===== config.mk =====
export PLATFORM = sky130hd
export DESIGN_NAME = vec_arbiter
export DESIGN_NICKNAME = d
export VERILOG_FILES = /design/src/rtl/vec_arbiter.sv
export SDC_FILE = /design/constraint.sdc
export NUM_CORES = 1
export LEC_CHECK = 0
export CORE_UTILIZATION = 31
export DETAILED_ROUTE_END_ITERATION = 16
export GPL_ROUTABILITY_DRIVEN = 0
export HOLD_SLACK_MARGIN = 0.03
export PLACE_DENSITY_LB_ADDON = 0.15
export SLEW_MARGIN = 20
export SYNTH_ARGS = -nofsm -noshare
export SYNTH_HDL_FRONTEND = slang
export SYNTH_SLANG_ARGS = --single-unit

===== constraint.sdc =====
create_clock -name clk -period 1.3 [get_ports clk]
set_input_delay 0.26 -clock clk [delete_from_list [all_inputs] [get_ports clk]]
set_output_delay 0.26 -clock clk [all_outputs]
set_load 0.05 [all_outputs]

===== src/rtl/vec_arbiter.sv =====
module vec_arbiter #(
  parameter int            NUM_LINES = 15,
  parameter int            DW        = 8,
  parameter int            AW        = 2 * DW,
  parameter logic [14:0]   RSVD_MASK = 15'h3802,
  parameter logic [7:0]    TOP_LO    = 8'hFE
) (
  input  logic                 clk,
  input  logic                 rst_n,
  input  logic                 sel_req,
  input  logic [NUM_LINES-1:0] irq_act,
  input  logic [AW-1:0]        pc_i,
  output logic                 mem_rd,
  output logic [AW-1:0]        mem_addr,
  input  logic [DW-1:0]        mem_rdata,
  output logic                 pc_wr_en,
  output logic [AW-1:0]        pc_wr_data,
  output logic                 busy,
  output logic                 done,
  input  logic                 nmi_set,
  input  logic                 nmi_clr,
  output logic                 nmi_pend
);

  typedef enum logic [1:0] {S_IDLE, S_RD_HI, S_RD_LO, S_LOAD} state_t;

  state_t              state;
  logic [AW-1:0]       vec_q;
  logic [DW-1:0]       hi_q;
  logic [DW-1:0]       sel_lo;
  logic [NUM_LINES-1:0] live;

  assign live = irq_act & ~RSVD_MASK[NUM_LINES-1:0];

  always_comb begin
    sel_lo = TOP_LO - 8'(2 * NUM_LINES);
    for (int i = NUM_LINES - 1; i >= 0; i--)
      if (live[i]) sel_lo = TOP_LO - 8'(2 * i);
  end

  always_ff @(posedge clk or negedge rst_n) begin
    if (!rst_n) begin
      state <= S_IDLE;
      vec_q <= '0;
      hi_q  <= '0;
    end else begin
      unique case (state)
        S_IDLE:  if (sel_req) begin
                   vec_q <= {pc_i[AW-1:DW], sel_lo};
                   state <= S_RD_HI;
                 end
        S_RD_HI: state <= S_RD_LO;
        S_RD_LO: begin
                   hi_q  <= mem_rdata;
                   state <= S_LOAD;
                 end
        S_LOAD:  state <= S_IDLE;
      endcase
    end
  end

  always_ff @(posedge clk or negedge rst_n) begin
    if (!rst_n)       nmi_pend <= 1'b0;
    else if (nmi_set) nmi_pend <= 1'b1;
    else if (nmi_clr) nmi_pend <= 1'b0;
  end

  assign busy       = (state != S_IDLE);
  assign mem_rd     = (state == S_RD_HI) || (state == S_RD_LO);
  assign mem_addr   = (state == S_RD_LO) ? (vec_q | AW'(1)) : vec_q;
  assign done       = (state == S_LOAD);
  assign pc_wr_en   = done;
  assign pc_wr_data = {hi_q, mem_rdata};

  a_r5_done_single: assert property (@(posedge clk) disable iff (!rst_n)
    done |=> !done);
  a_r5_even_then_odd: assert property (@(posedge clk) disable iff (!rst_n)
    (mem_rd && !mem_addr[0]) |=> (mem_rd && mem_addr[0]) || done);
  a_r5_pair_same_slot: assert property (@(posedge clk) disable iff (!rst_n)
    (mem_rd && mem_addr[0]) |-> mem_addr[AW-1:1] == $past(mem_addr[AW-1:1]));
  a_r1_offset_range: assert property (@(posedge clk) disable iff (!rst_n)
    mem_rd |-> mem_addr[7:5] == 3'b111);
  a_r6_busy_on_done: assert property (@(posedge clk) disable iff (!rst_n)
    done |-> busy);
  a_r6_idle_after_done: assert property (@(posedge clk) disable iff (!rst_n)
    done |=> !busy);
  a_r7_set_wins: assert property (@(posedge clk) disable iff (!rst_n)
    nmi_set |=> nmi_pend);
  a_r7_clear: assert property (@(posedge clk) disable iff (!rst_n)
    (nmi_clr && !nmi_set) |=> !nmi_pend);

endmodule


# ---- Word-level counts from Yosys, hierarchy flattened
# Index checks and enable logic that the tools add are counted.
dict set report word_totals {
  input_bits 44
  out_inout_bits 37
  register_bits 27
}
dict set report classes {
  n_reduce_logical 5
  eq_ne 4
  n_mux 16
}
# cell count
set ops {}
lappend ops {{two-way mux 8 bit} 5}
lappend ops {{two-way mux 4 bit} 3}
lappend ops {{two-way mux 5 bit} 2}
lappend ops {{one-hot mux 2 bit (4 select lines)} 1}
lappend ops {{== test 2 bit, second input constant} 2}
lappend ops {{two-way mux 2 bit} 2}
lappend ops {{nonzero test 2 bit} 2}
lappend ops {{two-way mux 1 bit} 3}
lappend ops {{== test 2 x 1 -> 1 bit, second input constant} 1}
lappend ops {{logical NOT 2 bit} 1}
lappend ops {{inequality test 2 bit, second input constant} 1}
lappend ops {{AND reduction 2 bit} 1}
lappend ops {{logical OR 1 bit} 1}

# ---- Depth between registers and ports, before layout
# Gate-level depths: netlist of run 1.
dict set report logic_depth {
  depth_word 11
  depth_mapped 6
}

# ---- Worst setup path after synthesis of run 1
# No wires, ideal clock.
dict set report synth_path {
  path_type {reg-to-reg}
  start {reg state[0]}
  end {reg hi_q[0]}
  t_arrival_ns 1.566
  required_time_ns 1.175
  setup_slack_ns -0.391
  setup_time_ns 0.125
  stages_incl_launch_ff 5
  path_cell_list {dfrtp_1 > inv_1 > ha_1 > buf_2 > mux2_2}
}
dict set report synth_via {
  elab_chain_len 1
}
# item line_no
set synth_rtl {}
lappend synth_rtl {{from (decl)} 27} ;# state_t state;
lappend synth_rtl {{from (signal assigned)} 43} ;# state <= S_IDLE;
lappend synth_rtl {{from (signal assigned)} 50} ;# state <= S_RD_HI;
lappend synth_rtl {{from (signal assigned)} 52} ;# S_RD_HI: state <= S_RD_LO;
lappend synth_rtl {{== test 2 bit} 47} ;# unique case (state)
lappend synth_rtl {{to (signal assigned)} 54} ;# hi_q <= mem_rdata;
lappend synth_rtl {{to (decl)} 29} ;# logic [DW-1:0] hi_q;
# No other way between the ends.
# A chain may end at the register's enable or synchronous reset.

# ---- Worst setup path after layout of run 1
dict set report layout_path {
  start {reg state[0]}
  end {out busy}
}
dict set report layout_via {
  elab_chain_len 1
}
# item line_no
set layout_rtl {}
lappend layout_rtl {{nonzero test 2 bit} 68} ;# assign busy = (state != S_IDLE);
lappend layout_rtl {{to (decl)} 18} ;# output logic busy,
# No other way between the ends.

==> summary.txt, run 1 <==
Cells and area
  • Reg area: 601.8 um2
  • Final Core Density: 74.32%
  • Final instance count without filler cells: 217
  • # fillers: between 200 and 250
  • Design area: approximately 2500 um2
  • Area taken by multi-input logic gates: 558.0 um2
  • Layout area overhead: 123.2%
  • Antenna fix cells: 0
  • Most frequent cells in the layout: buf_12, clkdlybuf4s50_1, dfrtp_1
  • Most common cell after layout, fill and taps aside: buf_12
  • Layout cell share with drive strength beyond 1: 53.22%
  • NumNets Final: 220

Yosys
  • Share of the synthesized area in the top cell type: between 50 and 60%
  • Area contributors post-synth: dfrtp_1, mux2_2, buf_4, ha_1, inv_1
  • Seq/Total Area, Yosys: between 50% and 60%
  • Syn Nets: 140
  • Post-synth EDFFs: 0
  • Main synth FF type: dfrtp_1
  • Asr flop ratio synth: 100.0%
  • Flop and latch count out of synthesis: 24
  • Mapped cell area: approximately 1100 um2
  • Unique masters post-synth: 24
  • Mapped Cells: 92
  • Mean post-synth cell area: 12.36 um2
  • Post-synth top area cell: dfrtp_1
  • Ys Warns: 0

CTS
  • CTS Buf Count: 3
  • Clock slew at reported path FFs: 130 ps
  • Clock Tree Buf Depth: 2
  • CTS root buffer: clkbuf_4
  • CTS tree: built
  • # H-tree levels: 1
  • Clock sink count: 24
  • Worst-Skew Late Latency: 310 ps

Global routing
  • Vias in the first global route: a little over 1k
  • Total gr overflow: 0
  • Initial antenna violation count: 0
  • First-pass GRT wire length: 4.892 mm
  • Largest net degree at the start of global routing: 25
  • Total track usage: 16.37%

Worst setup path
  • Slowest stage delay, CP: a little over 400 ps
  • RR Startpoint: state[0]$_DFFE_PN0P_
  • Critical path startpoint: state[0]$_DFFE_PN0P_
  • CP Capture Type: output pin
  • Critical path startpoint category: flip-flop
  • CP max-delay cell: dfrtp_1
  • Max FO, Critical Path: 4
  • Worst Path Arrival: 1250 ps
  • CP Cell Sequence: inv_2, ha_4, buf_6, inv_4, buf_12
  • Kind of critical path: flip-flop to output pin
  • Required time worst endpoint: 1040 ps

Timing
  • Hold_ws: 294.5 ps
  • Final setup fails: 21
  • Final period util: 115.9%
  • Fmax: 663.7 MHz
  • Relative slew slack: between 70% and 80%
  • Final WS setup: -206.6 ps
  • Fin Clk Skew: 0.8734 ps
  • Pins Over Slew Limit: 0
  • Slew @ Worst Pin: 435.2 ps
  • Final Hold Vio Count: 0
  • Min cycle time layout: 1507 ps
  • RSZ-0062 raised after global routing: yes

Routing
  • Via density: 4.507
  • DR iter-0 viols: 16
  • Wire length per cell: between 10 and 15 um
  • First-pass DRT Iterations: 2
  • Detailed Route WL: between 3 and 4 mm
  • Routed vias: ~980
  • Detail Route Antenna Nets: 0
  • DRC: 0

Flow run
  • Max cap viols: 0

Floorplanning
  • Chip height: between 60 and 70 um
  • Num rows: 21
  • Die X: 62.57 um
  • Core area: 3416 um2
  • Starting density of the core: 33.30%
  • Die area: about 3900 um2
  • I/O pin count: 81

Placed design
  • I/O Buffers: 68
  • HPWL after DPL: 2.256 mm
  • Pre-CTS setup slack: -330.2 ps
  • Placed instance area: 2356 um2
  • Placed cell count: 207

Power and ir drop
  • Leakage power: 1.142 nW
  • VDD IR max: 2069 uV
  • Pwr dens: roughly 2800 nW/um2

Outcome
  • Status: complete, but fails checks
  • Violated checks: negative setup slack

Worst hold path
  • Hold WC Path Type: primary input to async pin
==> logic make-up (layout without fill, tap and decap cells) <==
logic type / after synthesis / count (layout) / share of synthesized area [%]
AO/OA/AOI/OAI: 10 / 10 / 5.829
buffers and inverters: 18 / 96 / 10.01
AND/OR/NAND/NOR: 17 / 18 / 8.252
adder cells (fa/ha/maj): 4 / 4 / 4.401
flip-flops: 24 / 24 / 52.81
multiplexers: 19 / 19 / 18.70
==> cell type report <==
type                            count  share of cell area [%]
Inverter                            5                  0.8379
Clock buffer                        3                  0.8871
Sequential cell                    24                   23.71
Tap cell                           46                   2.267
Timing Repair Buffer               87                   49.14
Clock inverter                      1                   1.183
Multi-Input combinational cell     51                   21.98
==> stage by stage <==
stage               power [mW]  TNS, ps
floorplan                3.922   -157.6
global placement         6.095    -2072
detailed placement       6.154    -2291
CTS                      6.934    -1868
global route             7.330    -3417
finish                   7.036    -2072
==> routing by layer <==
| metal | routed length [um] | vias to the layer above | track usage (%) |
|---|---|---|---|
| li1 | - | 467 | - |
| met1 | 1219 | 464 | 18.01 |
| met2 | 1579 | 43 | 29.35 |
| met3 | 224 | 4 | 4.380 |
| met4 | 36 | 0 | 6.977 |
| met5 | 0 | - | 0 |
==> repair_timing <==
action / CTS / global route
resized for setup: 11 / 5
pin swaps: 2 / 1
hold buffers: 0 / 0
cloned: 1 / 1
setup buffers: 3 / 2
setup endpoints to repair: 11 / 27
==> final timing paths <==
path	endpoint	slack (ps)	cells after the start
worst max register to register	vec_q[2]$_DFFE_PN0P_	-150	6
worst min-delay path	hi_q[5]$_DFFE_PN0P_	290	2
min in group clk	nmi_pend$_DFFE_PN0P_	510	2
max in group asynchronous	vec_q[7]$_DFFE_PN0P_	850	2
worst max-delay path	busy	-210	5
worst min register to register	vec_q[4]$_DFFE_PN0P_	560	2
==> where the power goes <==
part,internal [mW],total [mW],switching [mW]
Sequential,1.10,1.45,0.354
Combinational,2.70,5.05,2.36
Clock,0.312,0.533,0.221
==> synth_stat cells, types with 2 or more instances <==
cell and instances:
ha_1 4, buf_4 12, mux2_2 18, nor2b_1 2, a21o_1 2, dfrtp_1 24
nor3_1 3, inv_1 5, o21ai_1 3, nor2_1 4, nand2_1 2
==> sequential cells by signal (all words and copies together), names as in the netlist <==
register	flops
hi_q	8
nmi_pend	1
state	2
vec_q	13
==> critical path: cells and delay by family (launching register included) <==
kind                       cells  cell delay [ps]
adders and majority gates      1              150
DFF                            1              410
buffers and inverters          4              380
(Power assumes the default switching activity.)
==> run 2: changes to the inputs <==
--- a/config.mk
+++ b/config.mk
@@ -6,6 +6,7 @@
 export NUM_CORES = 1
 export LEC_CHECK = 0
 export CORE_UTILIZATION = 31
+export CTS_CLUSTER_SIZE = 8
 export DETAILED_ROUTE_END_ITERATION = 16
 export GPL_ROUTABILITY_DRIVEN = 0
 export HOLD_SLACK_MARGIN = 0.03
==> results of run 2 <==
Final layout, timing and power as in run 1 (identical DEF).
==> run 3: changes to the inputs <==
--- a/config.mk
+++ b/config.mk
@@ -11,6 +11,7 @@
 export GPL_ROUTABILITY_DRIVEN = 0
 export HOLD_SLACK_MARGIN = 0.03
 export PLACE_DENSITY_LB_ADDON = 0.15
+export SETUP_SLACK_MARGIN = 0.4
 export SLEW_MARGIN = 20
 export SYNTH_ARGS = -nofsm -noshare
 export SYNTH_HDL_FRONTEND = slang
==> summary.txt, run 3 (synthesis gave the netlist of run 1 again) <==
Power and ir drop
  • Pwr dens: 2786 nW/um2 (+0.53%)
  • Tot Pwr: 7.613 mW (+8.2%)
  • VDD IR max: 2450 uV (+18%)
  • Leakage power: 1.267 nW (+11%)

Timing
  • Final Hold Vio Count: 0 (unchanged)
  • Hold_ws: 266.1 ps (-28.44 ps)
  • Min cycle time layout: 1518 ps (+10.90 ps)
  • Relative slew slack: 70.13% (-0.76 points)
  • RSZ-0062 raised after global routing: yes
  • Final setup fails: 23 (+9.5%)
  • Fin Clk Skew: 0.7249 ps (-0.1485 ps)
  • Pins Over Slew Limit: 0 (unchanged)
  • Slew @ Worst Pin: 448.0 ps (+12.83 ps)
  • Final period util: 116.7% (+0.84 points)
  • Fmax: 659.0 MHz (-0.72%)
  • Final WS setup: -217.5 ps (-10.90 ps)

Worst setup path
  • Worst Path Arrival: 1260 ps (about the same)
  • Max FO, Critical Path: 3 (-1)
  • Kind of critical path: flip-flop to output pin
  • Critical path startpoint category: flip-flop
  • Required time worst endpoint: 1040 ps (about the same)
  • CP Capture Type: output pin

Outcome
  • Status: complete, but fails checks
  • Violated checks: negative setup slack

CTS
  • # H-tree levels: 1 (unchanged)
  • CTS root buffer: clkbuf_4
  • CTS tree: built
  • Clock sink count: 24 (unchanged)
  • Hold buffers post-CTS: 0 (unchanged)
  • Clock slew at reported path FFs: 140 ps (about the same)
  • CTS Buf Count: 3 (unchanged)
  • Clock Tree Buf Depth: 2 (unchanged)
  • Worst-Skew Late Latency: 320 ps (about the same)

Global routing
  • Largest net degree at the start of global routing: 25 (unchanged)
  • Total gr overflow: 0 (unchanged)
  • Initial antenna violation count: 0 (unchanged)
  • First-pass GRT wire length: 5.692 mm (+16%)
  • Vias in the first global route: 1147 (+14%)
  • Total track usage: 19.08% (+2.7 points)

Floorplanning
  • Core area: 3416 um2 (unchanged)
  • Die X: 62.57 um (unchanged)
  • I/O pin count: 81 (unchanged)
  • Die area: 3915 um2 (unchanged)
  • Starting density of the core: 33.30% (unchanged)
  • Num rows: 21 (unchanged)
  • Chip height: 62.57 um (unchanged)

Cells and area
  • Antenna fix cells: 0 (unchanged)
  • Max FFs per register: 13 (unchanged)
  • Final instance count without filler cells: 230 (+6.0%)
  • Most frequent cells in the layout: buf_12, dfrtp_1, clkdlybuf4s50_1
  • Largest regs: vec_q (13), hi_q (8), state (2)
  • Layout cell share with drive strength beyond 1: 65.22% (+12 points)
  • Area taken by multi-input logic gates: 619.3 um2 (+11%)
  • NumNets Final: 233 (+5.9%)
  • Most common cell after layout, fill and taps aside: buf_12
  • # fillers: 211 (-14%)
  • Layout area overhead: 140.3%
  • Final Core Density: 80.00% (+5.7 points)
  • Register with the most flip-flops: vec_q
  • Reg area: 603.1 um2 (+0.21%)

Routing
  • First-pass DRT Iterations: 4 (+2)
  • Detailed Route WL: 3.591 mm (+17%)
  • Detail Route Antenna Nets: 0 (unchanged)
  • Routed vias: 1052 (+7.6%)
  • DR iter-0 viols: 14 (-2)
  • Via density: 4.574 (+1.5%)
  • Wire length per cell: 15.61 um (+11%)
  • DRC: 0 (unchanged)

Worst hold path
  • Hold WC Path Type: primary input to async pin

Placed design
  • HPWL after DPL: 2.332 mm (+3.4%)
  • Placed cell count: 206 (-0.48%)
  • I/O Buffers: 68 (unchanged)

Flow run
  • Max cap viols: 0 (unchanged)
[run 3: worst paths after layout]
kind / from / endpoint / slack [ps] / cells past startpoint
setup reg to reg: state[0]$_DFFE_PN0P_ / hi_q[7]$_DFFE_PN0P_ / -200 / 7
min in group clk: mem_rdata[2] / hi_q[2]$_DFFE_PN0P_ / 300 / 2
hold / removal: rst_n / hi_q[2]$_DFFE_PN0P_ / 270 / 2
max in group asynchronous: rst_n / vec_q[4]$_DFFE_PN0P_ / 870 / 2
setup / recovery: state[0]$_DFFE_PN0P_ / busy / -220 / 5
hold reg to reg: nmi_pend$_DFFE_PN0P_ / nmi_pend$_DFFE_PN0P_ / 570 / 1
[run 3: per-stage QoR]
stage | setup TNS (ps) | worst slack [ps] | cell area, um2
2_1_floorplan | -152.0 | -19.12 | 1240
3_3_place_gp | -1988 | -302.2 | 2335
3_5_place_dp | -2325 | -339.0 | 2335
4_1_cts | -1927 | -210.4 | 2633
5_1_grt | -4008 | -281.3 | 2733
6_report | -2697 | -217.5 | 2733
[run 3: metal layers]
metal	part of all wire, %	global-route usage [%]	vias up
met5	0	0	-
met4	2.1	8.140	0
met3	4.7	3.285	6
met2	55	34.92	42
met1	38	21.55	514
li1	-	-	490
[run 3: repair_timing]
item / in CTS / in global routing
endpoints found under the setup margin: 60 / 52
hold endpoints to repair: 0 / 0
cloned: 2 / 0
resized for setup: 55 / 13
pin swaps: 3 / 3
setup buffers: 10 / 8
[run 3: critical path, stage by stage, from the launching register on]
cell     delay (ps)
dfrtp_1         420
inv_2           100
ha_4            150
buf_6           100
inv_4            30
buf_12          130
[run 3: final cells by class]
type	count	share of cell area, %
clock buffers	4	1.328
well taps	46	2.106
inverters	5	0.7784
multi-input cells	51	22.66
flip-flops and latches	24	22.07
repair buffers	100	51.05
[run 3: where the power goes]
| part | switching, mW | internal (mW) |
|---|---|---|
| registers | 0.385 | 1.10 |
| logic | 2.55 | 3.16 |
| clock network | 0.242 | 0.172 |
| total | 3.18 | 4.43 |
